$ cat src/rtl/con_rx_pkg.sv
package con_rx_pkg;
  localparam int unsigned WORD_W   = 16;
  localparam int unsigned DONE_BIT = 7;
  localparam int unsigned IE_BIT   = 6;
  localparam int unsigned ERR_BIT  = 15;
  localparam int unsigned OVR_BIT  = 14;
  localparam int unsigned FRM_BIT  = 13;
  localparam int unsigned BRK_BIT  = 10;
  localparam int unsigned LOW_W    = 8;

  typedef enum logic {
    SEL_STATUS = 1'b0,
    SEL_DATA   = 1'b1
  } reg_sel_e;

  typedef logic [WORD_W-1:0] word_t;
endpackage

$ cat src/rtl/con_rx_format.sv
module con_rx_format
  import con_rx_pkg::*;
#(
  parameter int unsigned CHAR_W = 8
) (
  input  logic [CHAR_W-1:0] char_in,
  input  logic              is_break,
  input  logic              seven_bit,
  input  logic              overrun,
  output word_t             word_out
);
  localparam int unsigned KEEP7 = 7;

  logic [CHAR_W-1:0] masked;

  // bits at or above position 7 are dropped in seven-bit mode
  for (genvar i = 0; i < CHAR_W; i++) begin : g_mask
    if (i >= KEEP7) begin : g_hi
      assign masked[i] = char_in[i] & ~seven_bit;
    end else begin : g_lo
      assign masked[i] = char_in[i];
    end
  end

  always_comb begin
    word_out = '0;
    if (is_break) begin
      word_out[ERR_BIT] = 1'b1;
      word_out[FRM_BIT] = 1'b1;
      word_out[BRK_BIT] = 1'b1;
    end else begin
      word_out[CHAR_W-1:0] = masked;
    end
    word_out[OVR_BIT] = overrun;
  end
endmodule

$ cat src/rtl/con_rx_status.sv
module con_rx_status (
  input  logic clk,
  input  logic rst_n,
  input  logic arrive,
  input  logic rd_data,
  input  logic wr_status,
  input  logic wr_ie,
  output logic done,
  output logic ie,
  output logic irq
);
  logic ie_next;

  assign ie_next = wr_status ? wr_ie : ie;

  always_ff @(posedge clk or negedge rst_n) begin
    if (!rst_n) begin
      done <= 1'b0;
      ie   <= 1'b0;
      irq  <= 1'b0;
    end else begin
      ie <= ie_next;
      if (arrive)       done <= 1'b1;
      else if (rd_data) done <= 1'b0;

      if (wr_status && !wr_ie)                    irq <= 1'b0;
      else if (arrive && ie_next)                 irq <= 1'b1;
      else if (wr_status && wr_ie && done && !ie) irq <= 1'b1;
      else if (rd_data)                           irq <= 1'b0;
    end
  end


  irq_needs_done_and_ie_chk: assert property (@(posedge clk) disable iff (!rst_n)
    irq |-> (done && ie));


  ie_clear_drops_irq_chk: assert property (@(posedge clk) disable iff (!rst_n)
    (wr_status && !wr_ie) |=> !irq);


  arrive_sets_done_chk: assert property (@(posedge clk) disable iff (!rst_n)
    arrive |=> done);


  late_enable_fires_chk: assert property (@(posedge clk) disable iff (!rst_n)
    (wr_status && wr_ie && done && !ie) |=> irq);
endmodule

$ cat src/rtl/con_rx_buffer.sv
module con_rx_buffer
  import con_rx_pkg::*;
(
  input  logic  clk,
  input  logic  rst_n,
  input  logic  load,
  input  word_t load_word,
  input  logic  strip,
  output word_t buf_q
);
  always_ff @(posedge clk or negedge rst_n) begin
    if (!rst_n)     buf_q <= '0;
    else if (load)  buf_q <= load_word;
    else if (strip) buf_q <= {{(WORD_W-LOW_W){1'b0}}, buf_q[LOW_W-1:0]};
  end


  strip_clears_flags_chk: assert property (@(posedge clk) disable iff (!rst_n)
    (strip && !load) |=> (buf_q[WORD_W-1:LOW_W] == '0));
endmodule

$ cat src/rtl/con_rx_regs.sv
module con_rx_regs
  import con_rx_pkg::*;
#(
  parameter int unsigned CHAR_W = 8
) (
  input  logic              clk,
  input  logic              rst_n,
  input  logic              rx_valid,
  output logic              rx_ready,
  input  logic [CHAR_W-1:0] rx_data,
  input  logic              rx_break,
  input  logic              seven_bit,
  input  logic              halt_en,
  input  logic              bus_sel,
  input  logic              bus_rd,
  input  logic              bus_wr,
  input  logic [15:0]       bus_wdata,
  output logic [15:0]       bus_rdata,
  output logic              irq,
  output logic              halt_req
);
  logic  arrive, rd_data, wr_status, overrun;
  logic  done, ie;
  word_t fmt_word, buf_q, status_word;
  logic  unused_wdata_bits;

  assign rx_ready  = 1'b1;
  assign arrive    = rx_valid;
  assign rd_data   = bus_rd && (bus_sel == SEL_DATA);
  assign wr_status = bus_wr && (bus_sel == SEL_STATUS);
  assign overrun   = done && !rd_data;
  assign unused_wdata_bits = ^{bus_wdata[15:IE_BIT+1], bus_wdata[IE_BIT-1:0]};

  con_rx_format #(.CHAR_W(CHAR_W)) u_format (
    .char_in   (rx_data),
    .is_break  (rx_break),
    .seven_bit (seven_bit),
    .overrun   (overrun),
    .word_out  (fmt_word)
  );

  con_rx_status u_status (
    .clk       (clk),
    .rst_n     (rst_n),
    .arrive    (arrive),
    .rd_data   (rd_data),
    .wr_status (wr_status),
    .wr_ie     (bus_wdata[IE_BIT]),
    .done      (done),
    .ie        (ie),
    .irq       (irq)
  );

  con_rx_buffer u_buffer (
    .clk       (clk),
    .rst_n     (rst_n),
    .load      (arrive),
    .load_word (fmt_word),
    .strip     (rd_data),
    .buf_q     (buf_q)
  );

  always_comb begin
    status_word           = '0;
    status_word[DONE_BIT] = done;
    status_word[IE_BIT]   = ie;
  end

  assign bus_rdata = (bus_sel == SEL_DATA) ? buf_q : status_word;

  always_ff @(posedge clk or negedge rst_n) begin
    if (!rst_n) halt_req <= 1'b0;
    else        halt_req <= arrive && rx_break && halt_en;
  end


  break_halts_chk: assert property (@(posedge clk) disable iff (!rst_n)
    (rx_valid && rx_break && halt_en) |=> halt_req);


  halt_only_on_break_chk: assert property (@(posedge clk) disable iff (!rst_n)
    !(rx_valid && rx_break && halt_en) |=> !halt_req);


  overrun_flag_chk: assert property (@(posedge clk) disable iff (!rst_n)
    (rx_valid && done && !(bus_rd && bus_sel)) |=> bus_sel == SEL_STATUS || buf_q[OVR_BIT]);
endmodule

$ cat config.mk
export PLATFORM = sky130hd
export DESIGN_NAME = con_rx_regs
export DESIGN_NICKNAME = d
export VERILOG_FILES = /design/src/rtl/con_rx_pkg.sv /design/src/rtl/con_rx_format.sv /design/src/rtl/con_rx_status.sv /design/src/rtl/con_rx_buffer.sv /design/src/rtl/con_rx_regs.sv
export SDC_FILE = /design/constraint.sdc
export NUM_CORES = 1
export LEC_CHECK = 0
export BUFFER_PORTS_ARGS = -buffer_cell sky130_fd_sc_hd__buf_2
export CAP_MARGIN = 20
export CELL_PAD_IN_SITES_DETAIL_PLACEMENT = 1
export CELL_PAD_IN_SITES_GLOBAL_PLACEMENT = 1
export CORE_MARGIN = 5
export CORE_UTILIZATION = 30
export CTS_BUF_LIST = sky130_fd_sc_hd__clkbuf_2
export CTS_CLUSTER_SIZE = 14
export DETAILED_ROUTE_END_ITERATION = 16
export GPL_ROUTABILITY_DRIVEN = 0
export GPL_TIMING_DRIVEN = 0
export PLACE_DENSITY_LB_ADDON = 0.3
export SLEW_MARGIN = 20
export SYNTH_ARGS = -nofsm -noshare
export SYNTH_HDL_FRONTEND = slang
export SYNTH_SLANG_ARGS = --single-unit
$ cat constraint.sdc
create_clock -name clk -period 1.35 [get_ports clk]
set_input_delay 0.0675 -clock clk [delete_from_list [all_inputs] [get_ports clk]]
set_output_delay 0.0675 -clock clk [all_outputs]
set_load 0.01 [all_outputs]
==> results.md, run 1 <==
- Crit-path slowest cell: dfrtp_1
- R2R Setup Slk: 0.45 ns
- CP peak stage delay: 0.44 ns
- Logic pwr share: 23.5%
- Total Power: 900 uW
- CTS clock-pin slew for the worst setup and hold paths: 0.16 ns
- CTS Buf Count: 3
- Mapped Area: 711 um2
- Largest net degree at the start of global routing: 15
- Sequential share of power: 52.9%
- Cell depth of the worst flop-to-flop path: 3
- Critical Path Start Type: flip-flop
- Sw Ratio: 29.9%
- Initial DRC Count: 2
- Max Buffers Root-to-Sink: 2
- Core region area: 2230 um2
- Via count: 648
- Hold crit path type: in -> reg
- Clk pwr share: 23.6%
- CP max FO: 4
- Die Width: 58.7 um
- Peak VDD IR: 0.000372 V
- Initial Utilization: 31.8%
- CP Depth: 2
- Num rows: 17
- First-pass GRT wire length: 3080 um
- Crit path arrival time: 1.13 ns
- Root Driver: clkbuf_2
- PwrDens: 900 nW/um2
- Crit path cell chain: mux2_2, buf_2
- Syn avg cell area: 9.48 um2
- Seq cells post-synth: 14
- Outcome: complete, no violations
- Inst Count DP: 137
- Commonest cells after routing, fill and taps aside: 32 x buf_2, 14 x dfrtp_1, 9 x inv_1, 9 x nand2_1
- Tcrit/Tclk final: 88.9%
- Post-CTS Repair Setup Buffers: 0
- Vias per Instance: 4.38
- RSZ-0062 raised after global routing: no
- EDFF count, synth: 0
- Final WS setup: 0.150 ns
- Worst Hold Path Cells: 3
- Worst hold path startpoint: rx_break
- Worst Path Required: 1.28 ns
- I/O Buffers: 31
- DRC viols: 0
- FILL cells: 291
- CTS tree: done
- FF-to-FF End: u_status.irq$_DFFE_PN0P_
- Final Max Slew Viols: 0
- Initial antenna violation count: 0
- Synthesis-to-finish area growth: 40.8%
- Synth async-reset ratio: 100%
- Sequential area share after synthesis: 49.3%
- Die footprint: 3440 um2
- Syn. warnings: 0
- Fin cells: 148
- Clock latency on the worst-skew pair: 0.29 ns
- Inserted Diodes: 0
- Setup TNS: 0 ns
- Chip height: 58.7 um
- Synth cell types: 22
- H-tree Lvls: 1
- Share of layout cells above drive strength 1: 40.0%
- Place WS: 0.474 ns
- Reg-to-reg startpoint: u_status.ie$_DFF_PN0_
- Fin Clk Skew: 0.0115 ns
- Critical path type: reg -> out
- Static Leak: 0.544 nW
- Detail Route Antenna Nets: 0
- GRT Resource Usage Total: 11.8%
- Post-DP HPWL: 1360 um
- Routed wire length: 1810 um
- Nets: 154
- CP endpoint kind: primary output
- Fmax: 833 MHz
- Hold Path End: u_buffer.buf_q[13]$_DFFE_PN0P_
- Most common cell after layout, fill and taps aside: buf_2
- Final Hold Fails: 0
- Internal power consumption: 631 uW
- Max-cap violations: 0
- Detailed-route wire length per cell: 12.2 um
- Switch Pwr: 269 uW
- Pre-antenna DRT Iters: 2
- Top-area cell type share of the netlist area: 49.3%
- Grt total ovfl: 0
- Vias in the first global route: 716
- Final Critical Period: 1.20 ns
- Synthesized instance count: 75
- CP top delay family: flip-flops
- Post-synth top area cell: dfrtp_1
- Sinks on Clock Net: 14
- WP buf/inv: 1
- Ys flop type: dfrtp_1
- Final setup violation count: 0
- Top cells by area, synth: dfrtp_1 49%, buf_4 8.5%, and2_1 7.0%, inv_1 4.8%, nand2_1 4.8%
- Ports: 52
-- worst max-delay path by stage --
stage | start | to | slack (ns)
finish | u_status.ie$_DFF_PN0_ | bus_rdata[6] | 0.15
global route | u_status.ie$_DFF_PN0_ | bus_rdata[6] | 0.09
CTS | u_status.ie$_DFF_PN0_ | bus_rdata[6] | 0.14
detailed placement | u_status.done$_DFFE_PN0P_ | u_status.irq$_DFFE_PN0P_ | 0.47
global placement | u_status.done$_DFFE_PN0P_ | bus_rdata[7] | 0.48
floorplan | u_status.done$_DFFE_PN0P_ | u_status.irq$_DFFE_PN0P_ | 0.54
-- logic make-up (layout without fill, tap and decap cells) --
group | after synthesis | in the layout | synth area share (%)
buffers and inverters | 18 | 60 | 13.9
multiplexers | 4 | 4 | 6.16
flip-flops | 14 | 14 | 49.3
AND/OR/NAND/NOR | 25 | 25 | 20.2
AO/OA/AOI/OAI | 12 | 12 | 9.33
other | 2 | 5 | 1.06
-- flip-flops by register name, indices dropped and copies added, names as in the netlist --
signal,count
u_buffer.buf_q,10
u_status.done,1
u_status.ie,1
halt_req,1
u_status.irq,1
-- cell usage after synthesis, types with 2 or more instances --
library cell / count
and2_1: 8
buf_4: 8
conb_1: 2
dfrtp_1: 14
inv_1: 9
mux2_2: 2
nand2_1: 9
nand3b_1: 3
o21ai_0: 2
o21ai_1: 6
-- worst reg2reg max path, stage by stage, from the launching register on --
cell and delay, ns:
dfrtp_1 0.44, nor2b_1 0.12, o22ai_1 0.08, a22oi_1 0.16
-- power groups by stage --
stage | registers, mW | clock network (mW) | logic [mW]
2_1_floorplan | 0.483 | 0 | 0.112
3_3_place_gp | 0.483 | 0 | 0.193
3_5_place_dp | 0.486 | 0 | 0.199
4_1_cts | 0.477 | 0.214 | 0.217
5_1_grt | 0.483 | 0.234 | 0.239
6_report | 0.476 | 0.213 | 0.212
-- cell type report --
cell class                      count  area, um2  area share [%]
Inverter                            9       33.8            3.38
Timing Repair Buffer               38        225            22.5
Multi-Input combinational cell     46        273            27.3
Clock buffer                        3       15.0            1.50
Sequential cell                    14        350            35.0
Clock inverter                      1       3.75           0.375
Tap cell                           28       35.0            3.50
Buffer                              9       65.1            6.50
-- repair_timing --
item	4_1_cts	5_1_grt
hold buffers	7	0
endpoints found under the hold margin	20	0
gates resized for setup	0	0
-- through the flow --
step	util, %	hold slack [ns]	cell area, um2
after floorplan	-	-0.228	722
after CTS	44.8	0.00335	1000
after global routing	44.8	0.00783	1000
after detailed placement	40.8	-0.0157	912
final	44.8	0.00456	1000
after global placement	40.8	-0.0182	912
-- metal layers --
layer	up-vias	global-route usage [%]	part of all wire, %
li1	313	-	-
met1	315	11.6	36
met2	16	23.0	57
met3	4	1.97	5.6
met4	0	6.80	2.0
met5	-	0	0
No activity file was read; power rests on OpenSTA's default activity.
==> inputs of run 2 (changes only) <==
ABC_AREA = 1   (was not set)
CORE_UTILIZATION = 29   (was 30)
REMOVE_ABC_BUFFERS = 1   (was not set)
==> run 2 against run 1 <==
Fmax increased by 13%. Cell area decreased by 8.1%. Largest cell class unchanged. Critical path depth increased by 1. Synthesized area increased by 2.6%. Largest power group unchanged.
==> results.md, run 2 <==
- Outcome: complete, no violations
- Hold crit path type: in -> reg
- Grt total ovfl: 0
- Max Buffers Root-to-Sink: 2
- Worst hold path startpoint: rx_data[7]
- Final Max Slew Viols: 0
- Origin of the worst setup path: u_status.ie$_DFF_PN0_
- Post-Synth XOR/XNOR Area: 0%
- Nets: 164
- Seq cells post-synth: 14
- DRC viols: 0
- Routed wire length: 1770 um
- Static Leak: 0.596 nW
- Vias per Instance: 4.34
- Crit path arrival time: 0.99 ns
- GRT Resource Usage Total: 10.8%
- Syn. warnings: 0
- Fin Clk Skew: 0.0136 ns
- Core region area: 2430 um2
- Num rows: 18
- Inserted Diodes: 0
- Mapped Area: 729 um2
- Compound-Gate Fraction of Synth Area: 4.46%
- Post-Synth Adder-Cell Area: 0%
- H-tree Lvls: 1
- Synth top cells by count: 33 x nand2_1, 15 x inv_1, 14 x dfrtp_1, 11 x nand3_1, 9 x buf_4
- Vias in the first global route: 687
- Top cells by area, synth: dfrtp_1 48%, nand2_1 17%, buf_4 9.3%, inv_1 7.7%, nand3_1 7.5%
- Most common cell after layout, fill and taps aside: nand2_1
- Initial DRC Count: 6
- Largest family of logic cells by synthesized area: simple AND/OR/NAND/NOR gates
- Multiplexer share of the synthesized area: 0%
- Uppermost routed layer: met3
- Max-cap violations: 0
- CTS tree: done
- Initial Utilization: 30.0%
- Final WS setup: 0.293 ns
- Hold slack: 0.0154 ns
- Setup TNS: 0 ns
- Max reg flops: 10
- Critical path type: reg -> out
- Metal3 WL: 162 um
- Count leader, synth: nand2_1
- Synth async-reset ratio: 100%
- Post-cts repair resize count: 0
- Biggest register: u_buffer.buf_q
- Ports: 52
- Die footprint: 3620 um2
- Post-DP HPWL: 1380 um
- Pre-antenna DRT Iters: 2
- Post-synth top area cell: dfrtp_1
- Largest net degree at the start of global routing: 16
- I/O Buffers: 31
- CTS Buf Count: 3
- Root Driver: clkbuf_2
- Peak VDD IR: 0.000639 V
- Clock latency on the worst-skew pair: 0.26 ns
- Critical Path Start Type: flip-flop
- EDFF count, synth: 0
- Synthesized instance count: 98
- Top-area cell type share of the netlist area: 48.0%
- Detail Route Antenna Nets: 0
- CP endpoint kind: primary output
- Sinks on Clock Net: 14
- Final Critical Period: 1.06 ns
- PwrDens: 919 nW/um2
- RSZ-0062 raised after global routing: no
- Tcrit/Tclk final: 78.3%
- Sequential area share after synthesis: 48.0%
- Share of layout cells above drive strength 1: 27.7%
- Final setup violation count: 0
- First-pass GRT wire length: 2950 um
- Syn avg cell area: 7.44 um2
- Ys flop type: dfrtp_1
- CTS clock-pin slew for the worst setup and hold paths: 0.14 ns
- Final Hold Fails: 0
- Via count: 695
- Reg-to-reg startpoint: u_status.ie$_DFF_PN0_
- Chip height: 60.2 um
- Initial antenna violation count: 0
- Synthesis-to-finish area growth: 26.1%
- Place WS: 0.440 ns
- Met1 wire length: 780 um
- CP max FO: 3
- Simple-gate share of the synthesized area: 27.8%
- WL met2: 830 um
- Detailed-route wire length per cell: 11.1 um
- Synth cell types: 15
- Worst Path Required: 1.28 ns
- Commonest cells after routing, fill and taps aside: 33 x nand2_1, 31 x buf_2, 15 x inv_1
- FILL cells: 325
- Fmax: 946 MHz
- Die Width: 60.2 um
## run 2: per-layer routing
metal,global-route usage (%),up-vias
li1,-,342
met1,13.3,326
met2,18.8,27
met3,3.02,0
met4,1.90,0
met5,0,-
## run 2: stage by stage
| step | std cells | utilization [%] | instance area (um2) | total power [mW] |
|---|---|---|---|---|
| final | 160 | 37.8 | 920 | 0.846 |
| after global routing | 160 | 37.8 | 920 | 0.920 |
| after CTS | 158 | 37.0 | 900 | 0.861 |
| after detailed placement | 152 | 35.4 | 861 | 0.658 |
| after global placement | 152 | 35.4 | 861 | 0.650 |
| after floorplan | 91 | - | 668 | 0.565 |
## run 2: worst max-delay path, cell delays in order (launching register included)
cell     delay, ns
dfrtp_1       0.38
inv_1         0.07
o21ai_0       0.14
buf_2         0.15
## run 2: where the power goes
| group | internal, mW | switching (mW) | total (mW) | leakage (nW) |
|---|---|---|---|---|
| registers | 0.454 | 0.0183 | 0.472 | 0.175 |
| logic | 0.0737 | 0.107 | 0.181 | 0.407 |
| clock network | 0.0644 | 0.128 | 0.192 | 0.0140 |
| total | 0.592 | 0.253 | 0.846 | 0.596 |
## run 2: logic make-up after synthesis
family | after synthesis
other | 2
buffers and inverters | 27
AOI/OAI and AO/OA | 6
and+or+nand+nor | 49
DFF | 14
## run 2: area by class of cell
| cell class | count | area (um2) | area share, % |
|---|---|---|---|
| clock buffer | 3 | 15.0 | 1.63 |
| clock inverter | 1 | 3.75 | 0.408 |
| inverter | 17 | 63.8 | 6.94 |
| multi-input combinational | 60 | 254 | 27.6 |
| sequential | 14 | 350 | 38.1 |
| tap | 30 | 37.5 | 4.08 |
| timing repair buffer | 35 | 195 | 21.2 |
## run 2: repair_timing
action,CTS,global route
buffers inserted,0,0
hold buffers,2,2
endpoints found under the hold margin,15,2
## run 2: worst paths after layout
| path | to | slack [ns] | depth (start not counted) |
|---|---|---|---|
| max in group asynchronous | u_buffer.buf_q[13]$_DFFE_PN0P_ | 0.91 | 2 |
| worst max-delay path | bus_rdata[6] | 0.29 | 3 |
| worst min register to register | u_buffer.buf_q[2]$_DFFE_PN0P_ | 0.50 | 2 |
| worst min-delay path | u_buffer.buf_q[7]$_DFFE_PN0P_ | 0.02 | 3 |
| worst max register to register | u_status.irq$_DFFE_PN0P_ | 0.49 | 6 |
| min in group asynchronous | u_buffer.buf_q[0]$_DFFE_PN0P_ | 0.20 | 2 |
